File: src/rtl/scsi_eng_pkg.sv
`timescale 1ns/1ps
package scsi_eng_pkg;
  localparam int PH_W  = 3;
  localparam int DP_W  = 2;
  localparam int ID_W  = 3;
  localparam int CMD_W = 9;
  // command word layout
  localparam int C_DPH_LO = 0;
  localparam int C_BPH_LO = 2;
  localparam int C_XFER   = 5;
  localparam int C_SEL    = 6;
  localparam int C_DISC   = 7;
  localparam int C_DMA    = 8;

  typedef struct packed {
    logic con_clr;
    logic sip_set;
    logic sip_clr;
    logic sch_set;
    logic tbe_set;
  } stat_strb_t;
endpackage

File: src/rtl/scsi_rst_sync.sv
`timescale 1ns/1ps
module scsi_rst_sync #(
  parameter int STAGES = 2
) (
  input  logic clk,
  input  logic rst_n,
  output logic rst_sn
);
  logic [STAGES-1:0] sh_q;

  always_ff @(posedge clk or negedge rst_n) begin
    if (!rst_n) sh_q <= '0;
    else        sh_q <= {sh_q[STAGES-2:0], 1'b1};
  end

  assign rst_sn = sh_q[STAGES-1];
endmodule

File: src/rtl/scsi_tick_div.sv
`timescale 1ns/1ps
module scsi_tick_div #(
  parameter int TICK_LOG2 = 14
) (
  input  logic clk,
  input  logic rst_n,
  output logic tick_o
);
  logic [TICK_LOG2-1:0] cnt_q, cnt_n;

  always_comb cnt_n = cnt_q + 1'b1;

  always_ff @(posedge clk or negedge rst_n) begin
    if (!rst_n) cnt_q <= '0;
    else        cnt_q <= cnt_n;
  end

  assign tick_o = &cnt_q;
endmodule

File: src/rtl/scsi_cmd_decode.sv
`timescale 1ns/1ps
module scsi_cmd_decode
  import scsi_eng_pkg::*;
(
  input  logic [CMD_W-1:0] cmd_i,
  input  logic [PH_W-1:0]  bph_i,
  input  logic             sip_i,
  input  logic [PH_W-1:0]  dph_i,
  input  logic             linked_i,
  output stat_strb_t       strb_o,
  output logic [CMD_W-1:0] clr_o,
  output logic [PH_W-1:0]  phase_o,
  output logic             xmit_o,
  output logic             unlink_o,
  output logic             wipe_o
);
  logic discon, select, xfer, dma, sip_after, qual;

  always_comb begin
    discon  = cmd_i[C_DISC];
    select  = cmd_i[C_SEL];
    xfer    = cmd_i[C_XFER];
    dma     = cmd_i[C_DMA];
    phase_o = dph_i + 1'b1;
    // order: disconnect, then select, then transfer sees the result
    sip_after = select | (sip_i & ~discon);
    qual = xfer
         && (cmd_i[C_BPH_LO +: PH_W] == bph_i)
         && (cmd_i[C_DPH_LO +: DP_W] == phase_o[DP_W-1:0])
         && !sip_after;
    xmit_o = qual & ~dma;

    strb_o.con_clr = discon;
    strb_o.sip_clr = discon & ~select;
    strb_o.sip_set = select;
    strb_o.sch_set = discon & linked_i;
    strb_o.tbe_set = xmit_o;

    clr_o         = '0;
    clr_o[C_DISC] = discon;
    clr_o[C_SEL]  = select;
    clr_o[C_XFER] = xmit_o;

    unlink_o = discon | select;
    wipe_o   = select;
  end
endmodule

File: src/rtl/scsi_link_state.sv
`timescale 1ns/1ps
module scsi_link_state
  import scsi_eng_pkg::*;
(
  input  logic            clk,
  input  logic            rst_n,
  input  logic            set_i,
  input  logic [ID_W-1:0] set_id_i,
  input  logic            drop_i,
  input  logic            wipe_i,
  output logic            linked_o,
  output logic [ID_W-1:0] id_o
);
  logic            lk_q, lk_n;
  logic [ID_W-1:0] id_q, id_n;

  always_comb begin
    lk_n = lk_q;
    id_n = id_q;
    if (set_i) begin
      lk_n = 1'b1;
      id_n = set_id_i;
    end
    if (drop_i) lk_n = 1'b0;
    if (wipe_i) id_n = '0;
  end

  always_ff @(posedge clk or negedge rst_n) begin
    if (!rst_n) begin
      lk_q <= 1'b0;
      id_q <= '0;
    end else begin
      lk_q <= lk_n;
      id_q <= id_n;
    end
  end

  assign linked_o = lk_q;
  assign id_o     = id_q;
endmodule

File: src/rtl/scsi_cmd_engine.sv
`timescale 1ns/1ps
module scsi_cmd_engine
  import scsi_eng_pkg::*;
#(
  parameter int TICK_LOG2 = 14,
  parameter int DATA_W    = 8
) (
  input  logic              clk,
  input  logic              rst_n,
  input  logic              cmd_wr,
  input  logic [CMD_W-1:0]  cmd_word,
  input  logic [PH_W-1:0]   cstat_phase,
  input  logic              cstat_sip,
  input  logic [PH_W-1:0]   dstat_phase,
  input  logic [DATA_W-1:0] data_byte,
  input  logic              link_ack,
  input  logic [ID_W-1:0]   link_ack_id,
  output logic              step_vld,
  output logic [PH_W-1:0]   phase_nxt,
  output logic [CMD_W-1:0]  cmd_clr,
  output logic              con_clr,
  output logic              sip_set,
  output logic              sip_clr,
  output logic              sch_set,
  output logic              tbe_set,
  output logic              tx_vld,
  output logic [DATA_W-1:0] tx_byte,
  output logic              linked,
  output logic [ID_W-1:0]   link_id
);
  logic rst_s;
  logic tick, wr_q, step;
  stat_strb_t       strb, strb_q, strb_n;
  logic [CMD_W-1:0] clr, clr_q, clr_n;
  logic [PH_W-1:0]  phase, phase_q;
  logic [DATA_W-1:0] txb_q;
  logic xmit, unlink, wipe, step_q, tx_q, tx_n;

  scsi_rst_sync #(.STAGES(2)) u_rst (.clk(clk), .rst_n(rst_n), .rst_sn(rst_s));

  scsi_tick_div #(.TICK_LOG2(TICK_LOG2)) u_tick (
    .clk(clk), .rst_n(rst_s), .tick_o(tick));

  scsi_cmd_decode u_dec (
    .cmd_i(cmd_word), .bph_i(cstat_phase), .sip_i(cstat_sip),
    .dph_i(dstat_phase), .linked_i(linked), .strb_o(strb), .clr_o(clr),
    .phase_o(phase), .xmit_o(xmit), .unlink_o(unlink), .wipe_o(wipe));

  scsi_link_state u_link (
    .clk(clk), .rst_n(rst_s), .set_i(link_ack), .set_id_i(link_ack_id),
    .drop_i(step & unlink), .wipe_i(step & wipe),
    .linked_o(linked), .id_o(link_id));

  // write strobe delayed one cycle so the new command word is stable
  always_ff @(posedge clk or negedge rst_s) begin
    if (!rst_s) wr_q <= 1'b0;
    else        wr_q <= cmd_wr;
  end

  always_comb begin
    step   = tick | wr_q;
    strb_n = step ? strb : '0;
    clr_n  = step ? clr  : '0;
    tx_n   = step & xmit;
  end

  always_ff @(posedge clk or negedge rst_s) begin
    if (!rst_s) begin
      step_q  <= 1'b0;
      strb_q  <= '0;
      clr_q   <= '0;
      tx_q    <= 1'b0;
      phase_q <= '0;
      txb_q   <= '0;
    end else begin
      step_q <= step;
      strb_q <= strb_n;
      clr_q  <= clr_n;
      tx_q   <= tx_n;
      if (step) phase_q <= phase;
      if (tx_n) txb_q   <= data_byte;
    end
  end

  assign step_vld  = step_q;
  assign phase_nxt = phase_q;
  assign cmd_clr   = clr_q;
  assign con_clr   = strb_q.con_clr;
  assign sip_set   = strb_q.sip_set;
  assign sip_clr   = strb_q.sip_clr;
  assign sch_set   = strb_q.sch_set;
  assign tbe_set   = strb_q.tbe_set;
  assign tx_vld    = tx_q;
  assign tx_byte   = txb_q;

  // no update strobes outside a step
  a_r3_quiet_between_steps: assert property (@(posedge clk) disable iff (!rst_s)
    !step_vld |-> (cmd_clr == '0 && !con_clr && !sip_set && !sip_clr && !sch_set && !tbe_set && !tx_vld));

  // a command write is evaluated two edges later
  a_r4_write_evaluates: assert property (@(posedge clk) disable iff (!rst_s)
    cmd_wr |=> ##1 step_vld);

  // state change only when a link existed before the step
  a_r5_sch_needs_link: assert property (@(posedge clk) disable iff (!rst_s)
    sch_set |-> $past(linked));

  // after a select step nothing is linked
  a_r6_select_unlinks: assert property (@(posedge clk) disable iff (!rst_s)
    sip_set |-> (!linked && link_id == '0));

  // selection flag is never both set and cleared
  a_r10_sip_onehot: assert property (@(posedge clk) disable iff (!rst_s)
    $onehot0({sip_set, sip_clr}));

  // a sent byte comes with buffer-empty and transfer-bit clear
  a_r8_tx_side_effects: assert property (@(posedge clk) disable iff (!rst_s)
    tx_vld |-> (tbe_set && cmd_clr[C_XFER]));

  // a DMA transfer never sends in programmed-I/O mode
  a_r9_dma_silent: assert property (@(posedge clk) disable iff (!rst_s)
    tx_vld |-> !$past(cmd_word[C_DMA]));
endmodule

File: config.mk
export PLATFORM = sky130hd
export DESIGN_NAME = scsi_cmd_engine
export DESIGN_NICKNAME = d
export VERILOG_FILES = /design/src/rtl/scsi_eng_pkg.sv /design/src/rtl/scsi_rst_sync.sv /design/src/rtl/scsi_tick_div.sv /design/src/rtl/scsi_cmd_decode.sv /design/src/rtl/scsi_link_state.sv /design/src/rtl/scsi_cmd_engine.sv
export SDC_FILE = /design/constraint.sdc
export NUM_CORES = 1
export LEC_CHECK = 0
export ABC_AREA = 1
export CAP_MARGIN = 20
export CELL_PAD_IN_SITES_DETAIL_PLACEMENT = 1
export CELL_PAD_IN_SITES_GLOBAL_PLACEMENT = 2
export CORE_MARGIN = 2
export CORE_UTILIZATION = 23
export CTS_CLUSTER_SIZE = 8
export DETAILED_ROUTE_END_ITERATION = 8
export GPL_TIMING_DRIVEN = 1
export HOLD_SLACK_MARGIN = 0.08
export PLACE_DENSITY = 0.76
export SETUP_SLACK_MARGIN = 0.05
export SLEW_MARGIN = 20
export SYNTH_ARGS = -nofsm -noshare
export SYNTH_HDL_FRONTEND = slang
export SYNTH_SLANG_ARGS = --single-unit
File: constraint.sdc
create_clock -name clk -period 1.05 [get_ports clk]
set_input_delay 0.1575 -clock clk [delete_from_list [all_inputs] [get_ports clk]]
set_output_delay 0.1575 -clock clk [all_outputs]
set_load 0.01 [all_outputs]
Word-level counts from Yosys, hierarchy flattened
Index checks and enable logic that the tools add are counted.
{ "totals": {"in_bits": 31, "wordCells": 45, "ff_bits": 47} }
{ "op_classes": {"add_sub_neg": 2, "mux": 6, "n_bitwise": 13, "n_reduce_logical": 7, "eq_ne": 2} }
{ "op_table": {"columns": ["op", "count"], "rows": [
  ["$add A14 B1 Y14 const B", 1],
  ["$reduce_and A14 Y1", 1],
  ["$mux W8", 1],
  ["$and A1 B1 Y1", 7],
  ["$mux W3", 2],
  ["$mux W5", 1],
  ["$reduce_bool A2 Y1", 2],
  ["$add A3 B1 Y3 const B", 1],
  ["$eq A3 B3 Y1", 1],
  ["$logic_and A1 B1 Y1", 3],
  ["$not A1 Y1", 3],
  ["$or A1 B1 Y1", 3],
  ["$eq A2 B2 Y1", 1],
  ["$mux W1", 2],
  ["$logic_not A1 Y1", 1]
]} }

Depth between registers and ports, before layout
{ "depth": {"word_depth": 7, "ltp_mapped": 9} }

Hierarchy
Synthesis repeated with hierarchy kept, for this count alone.
{ "hier_totals": {"hier_cells": 253, "hier_area_um2": 2225.9} }
{ "modules_own_cells": {"columns": ["module", "cells_each", "n_inst", "area_per_inst_um2", "seq_area_each_um2"], "rows": [
  ["scsi_cmd_engine", 102, 1, 1058.5, 700.7],
  ["scsi_tick_div", 76, 1, 680.7, 350.3],
  ["scsi_cmd_decode", 55, 1, 277.8, 0.0],
  ["scsi_link_state", 17, 1, 155.1, 100.1],
  ["scsi_rst_sync", 3, 1, 53.8, 50.0]
]} }

Worst setup path after synthesis
OpenSTA, ideal clock, no wires.
{ "synth_timing": {"path_kind": "register to register", "start": "register u_tick.cnt_q[0]", "end": "register txb_q[0], in the netlist tx_byte[0]", "setup_slack_ns": -0.289, "period_less_slack_ns": 1.339, "path_stages_with_launch": 9, "t_required_ns": 0.933, "setup_time_ns": 0.117, "t_arrival_ns": 1.222, "cell_sequence": "dfrtp_1 ha_1 nand3_4 nor2_4 nand2_2 nand2_4 nand2_2 nand2_1 nand2_1"} }
{ "synth_via": {"elab_chain_len": 3} }
{ "synth_rtl": {"columns": ["item", "line_no", "source"], "rows": [
  ["start: declaration", "scsi_tick_div.sv:9", "logic [TICK_LOG2-1:0] cnt_q, cnt_n;"],
  ["start signal: assignment", "scsi_tick_div.sv:15", "else cnt_q <= cnt_n;"],
  ["$reduce_and A14 Y1", "scsi_tick_div.sv:18", "assign tick_o = &cnt_q;"],
  ["$or A1 B1 Y1", "scsi_cmd_engine.sv:61", "step = tick | wr_q;"],
  ["$and A1 B1 Y1", "scsi_cmd_engine.sv:64", "tx_n = step & xmit;"],
  ["end signal: assignment", "scsi_cmd_engine.sv:81", "if (tx_n) txb_q <= data_byte;"],
  ["end: declaration", "scsi_cmd_engine.sv:36", "logic [DATA_W-1:0] txb_q;"]
]} }
Every way passes these cells.
A chain may end at the register's enable or synchronous reset.

Final worst setup path
{ "layout_timing": {"start": "register u_tick.cnt_q[1]", "end": "register txb_q[3], in the netlist tx_byte[3]"} }
The elaborated chain is that of the path after synthesis.

==> flow_summary.json <==
{
  "run_status": "complete, but fails checks",
  "failed_checks": "setup timing",
  "period_share_pct": 128,
  "syn2layout_area_growth_pct": 71.8,
  "finClkSkew_ps": 4.85,
  "stdcell_count": 401,
  "max_cap_viol_count": 0,
  "pwr_density_cell_mw_per_mm2": 1090,
  "die_area_mm2": 0.00834,
  "critPathKind": "reg2reg",
  "htreeDepth": 2,
  "clockBufferDepth": 2,
  "crit_chain": "ha_4 > nand3_4 > nor2_4 > nand2_4 > nand2_8 > buf_4 > nand3_1 > nand2_1",
  "path_delay_family": "simple AND/OR/NAND/NOR gates",
  "chipWidth_um": 91.3,
  "grt_max_degree": 37,
  "antenna_found_initial": 0,
  "cts_sinks": 38,
  "dp_cells": 376,
  "gp_congestion": 0.696,
  "worstRegToRegCells": 8,
  "finalNetCount": 334,
  "slowest_stage": "dfrtp_1",
  "syn_area_per_cell_um2": 9.23,
  "worst-path-buf-inv": 1,
  "synthesis.instances": 190,
  "end_kind": "flop",
  "worst-endpoint-required_ps": 1280,
  "insertion_delay_ps": 290,
  "critPathArrivalTime_ps": 1570,
  "ys.flop_type": "dfrtp_1",
  "place_area_mm2": 0.00267,
  "setup_viol_count_final": 32,
  "totalWireLength_mm": 4.74,
  "vias_per_cell": 3.99,
  "place_hpwl_mm": 3.37,
  "drtIter0Drc": 30,
  "rsz0062_at_grt": "yes",
  "synth_edf_count": 0,
  "num-fill-cells": 836,
  "drc_errors": 0,
  "io_buffers": 55,
  "cp_slowest_stage_delay_ps": 400,
  "start_util_pct": 23.9,
  "ys_warn_count": 0,
  "critPathLaunchType": "flop",
  "final_common_cell": "nand2_1",
  "clkPwrFrac_pct": 38.0,
  "p_leak_nw": 1.59,
  "clkTransAtPathRegs_ps": 80,
  "async_flop_share_pct": 100,
  "pwr-share-comb_pct": 15.0,
  "max_freq_mhz": 746,
  "ys_seq_elements": 38,
  "ys_seq_area_share_pct": 54.2,
  "crit_cells": 8,
  "cts_buffers": 5,
  "cts_tree": "done",
  "grt_pass1_vias": 1715,
  "vias": 1601,
  "overflow": 0,
  "vdd_drop_max_mv": 0.443,
  "fin_ws_ps": -290,
  "wl_per_cell_um": 11.8,
  "final_cell_mix": "nand2_1 (51), buf_4 (40), dfrtp_1 (35), clkdlybuf4s50_1 (27), buf_2 (21)",
  "fp.coreArea_mm2": 0.00733,
  "ys_types": 23,
  "grt_first_pass_wirelength_mm": 8.11,
  "die_h_um": 91.3,
  "critPathMaxFanout": 6,
  "power.internal_w": 0.00249,
  "period_needed_ps": 1340,
  "cts_root_buf": "clkbuf_8",
  "p_switching_w": 0.000793,
  "grt_usage_pct": 12.1,
  "layout-drive-gt1-share_pct": 42.7,
  "pin_count": 62,
  "dr.pass1.iters": 3,
  "hold_class": "reg2async",
  "rows": 31,
  "num_antenna_cells": 0,
  "power_frac_seq_pct": 47.1,
  "fin_area_mm2": 0.00301,
  "syn_area_mm2": 0.00175,
  "final_hold_viol_count": 0,
  "p_sw_share_pct": 24.1,
  "ant_nets": 0,
  "slew_viol_final": 0
}
## worst paths after layout
path,from,to,slack (ps)
worst max-delay path,u_tick.cnt_q[1],tx_byte[3],-290
worst min-delay path,u_rst.sh_q[1],step_vld,230
worst max register to register,u_tick.cnt_q[1],tx_byte[3],-290
worst min register to register,u_rst.sh_q[1],step_vld,230
max in group asynchronous,rst_n,u_rst.sh_q[1],360
min in group clk,cmd_word[7],cmd_clr[7],270
## synthesized netlist by cell type (3+ instances only)
library cell  count  area share (%)
mux2i_1           3             1.7
inv_1            21             4.5
buf_4            10             4.3
nand2_2           3             1.1
nand2_1          58              12
a21oi_1           3            0.86
nand3_1          13             3.7
dfrtp_1          38              54
xnor2_1           5             2.5
nand4_1           3             1.1
nor2_1           11             2.4
xor2_1            7             3.5
## power by group through the flow
| stage | Sequential (W) | Clock [W] | Combinational, W |
|---|---|---|---|
| 5_1_grt | 0.00156 | 0.00135 | 0.000547 |
| 6_report | 0.00155 | 0.00125 | 0.000492 |
| 4_1_cts | 0.00154 | 0.00129 | 0.000459 |
| 3_5_place_dp | 0.00158 | 0 | 0.000475 |
| 2_1_floorplan | 0.00162 | 0 | 0.000141 |
| 3_3_place_gp | 0.00157 | 0 | 0.000472 |
## flip-flops by register name, indices dropped and copies added, names as in the netlist
name,flops
sch_set,1
step_vld,1
cmd_clr,2
tx_byte,8
tx_vld,1
u_tick.cnt_q,14
wr_q,1
u_rst.sh_q,2
u_link.id_o,3
u_link.linked_o,1
phase_nxt,3
sip_clr,1
## final cells by class
type	instances	area, um2	area share (%)
tap	99	124	4.11
clock buffer	5	68.8	2.28
multi-input combinational	125	826	27.4
timing repair buffer	108	910	30.2
clock inverter	3	45.0	1.49
inverter	23	86.3	2.86
sequential	38	955	31.7
## per-stage QoR
| step | worst slack (ps) | total power [W] | setup TNS [ps] | hold WS [ps] | utilization, % |
|---|---|---|---|---|---|
| CTS | -286 | 0.00330 | -6240 | 242 | 39.4 |
| finish | -290 | 0.00329 | -6750 | 230 | 41.1 |
| detailed placement | -703 | 0.00205 | -9570 | 238 | 36.4 |
| floorplan | -236 | 0.00176 | -4440 | -138 | - |
| global route | -371 | 0.00345 | -9140 | 250 | 41.1 |
| global placement | -632 | 0.00205 | -8870 | 230 | 36.4 |
## layer usage
metal	GRT usage [%]	vias up	wire, um
li1	-	791	-
met1	13.8	776	1920
met2	22.0	30	2540
met3	3.49	4	243
met4	3.03	0	34
met5	0	-	0
## worst reg2reg max path: stages (launching register included)
cell     delay, ps
dfrtp_1        400
ha_4           170
nand3_4         80
nor2_4         150
nand2_4        100
nand2_8        120
buf_4          130
nand3_1         70
nand2_1         60
## logic make-up after synthesis
kind of cell | after synthesis | share of synthesized area (%)
buffers and inverters | 34 | 10.3
XOR/XNOR | 12 | 5.99
multiplexers | 3 | 1.71
AO/OA/AOI/OAI | 4 | 1.36
AND/OR/NAND/NOR | 95 | 24.5
adder cells (fa/ha/maj) | 2 | 1.43
flip-flops | 38 | 54.2
other | 2 | 0.428
## repair_timing
item | 4_1_cts | 5_1_grt
cloned | 2 | 0
hold buffers | 1 | 0
endpoints found under the setup margin | 57 | 54
setup buffers | 10 | 6
pin swaps | 21 | 13
hold endpoints to repair | 2 | 0
resized for setup | 129 | 26
Power figures use the tool's default switching activity.
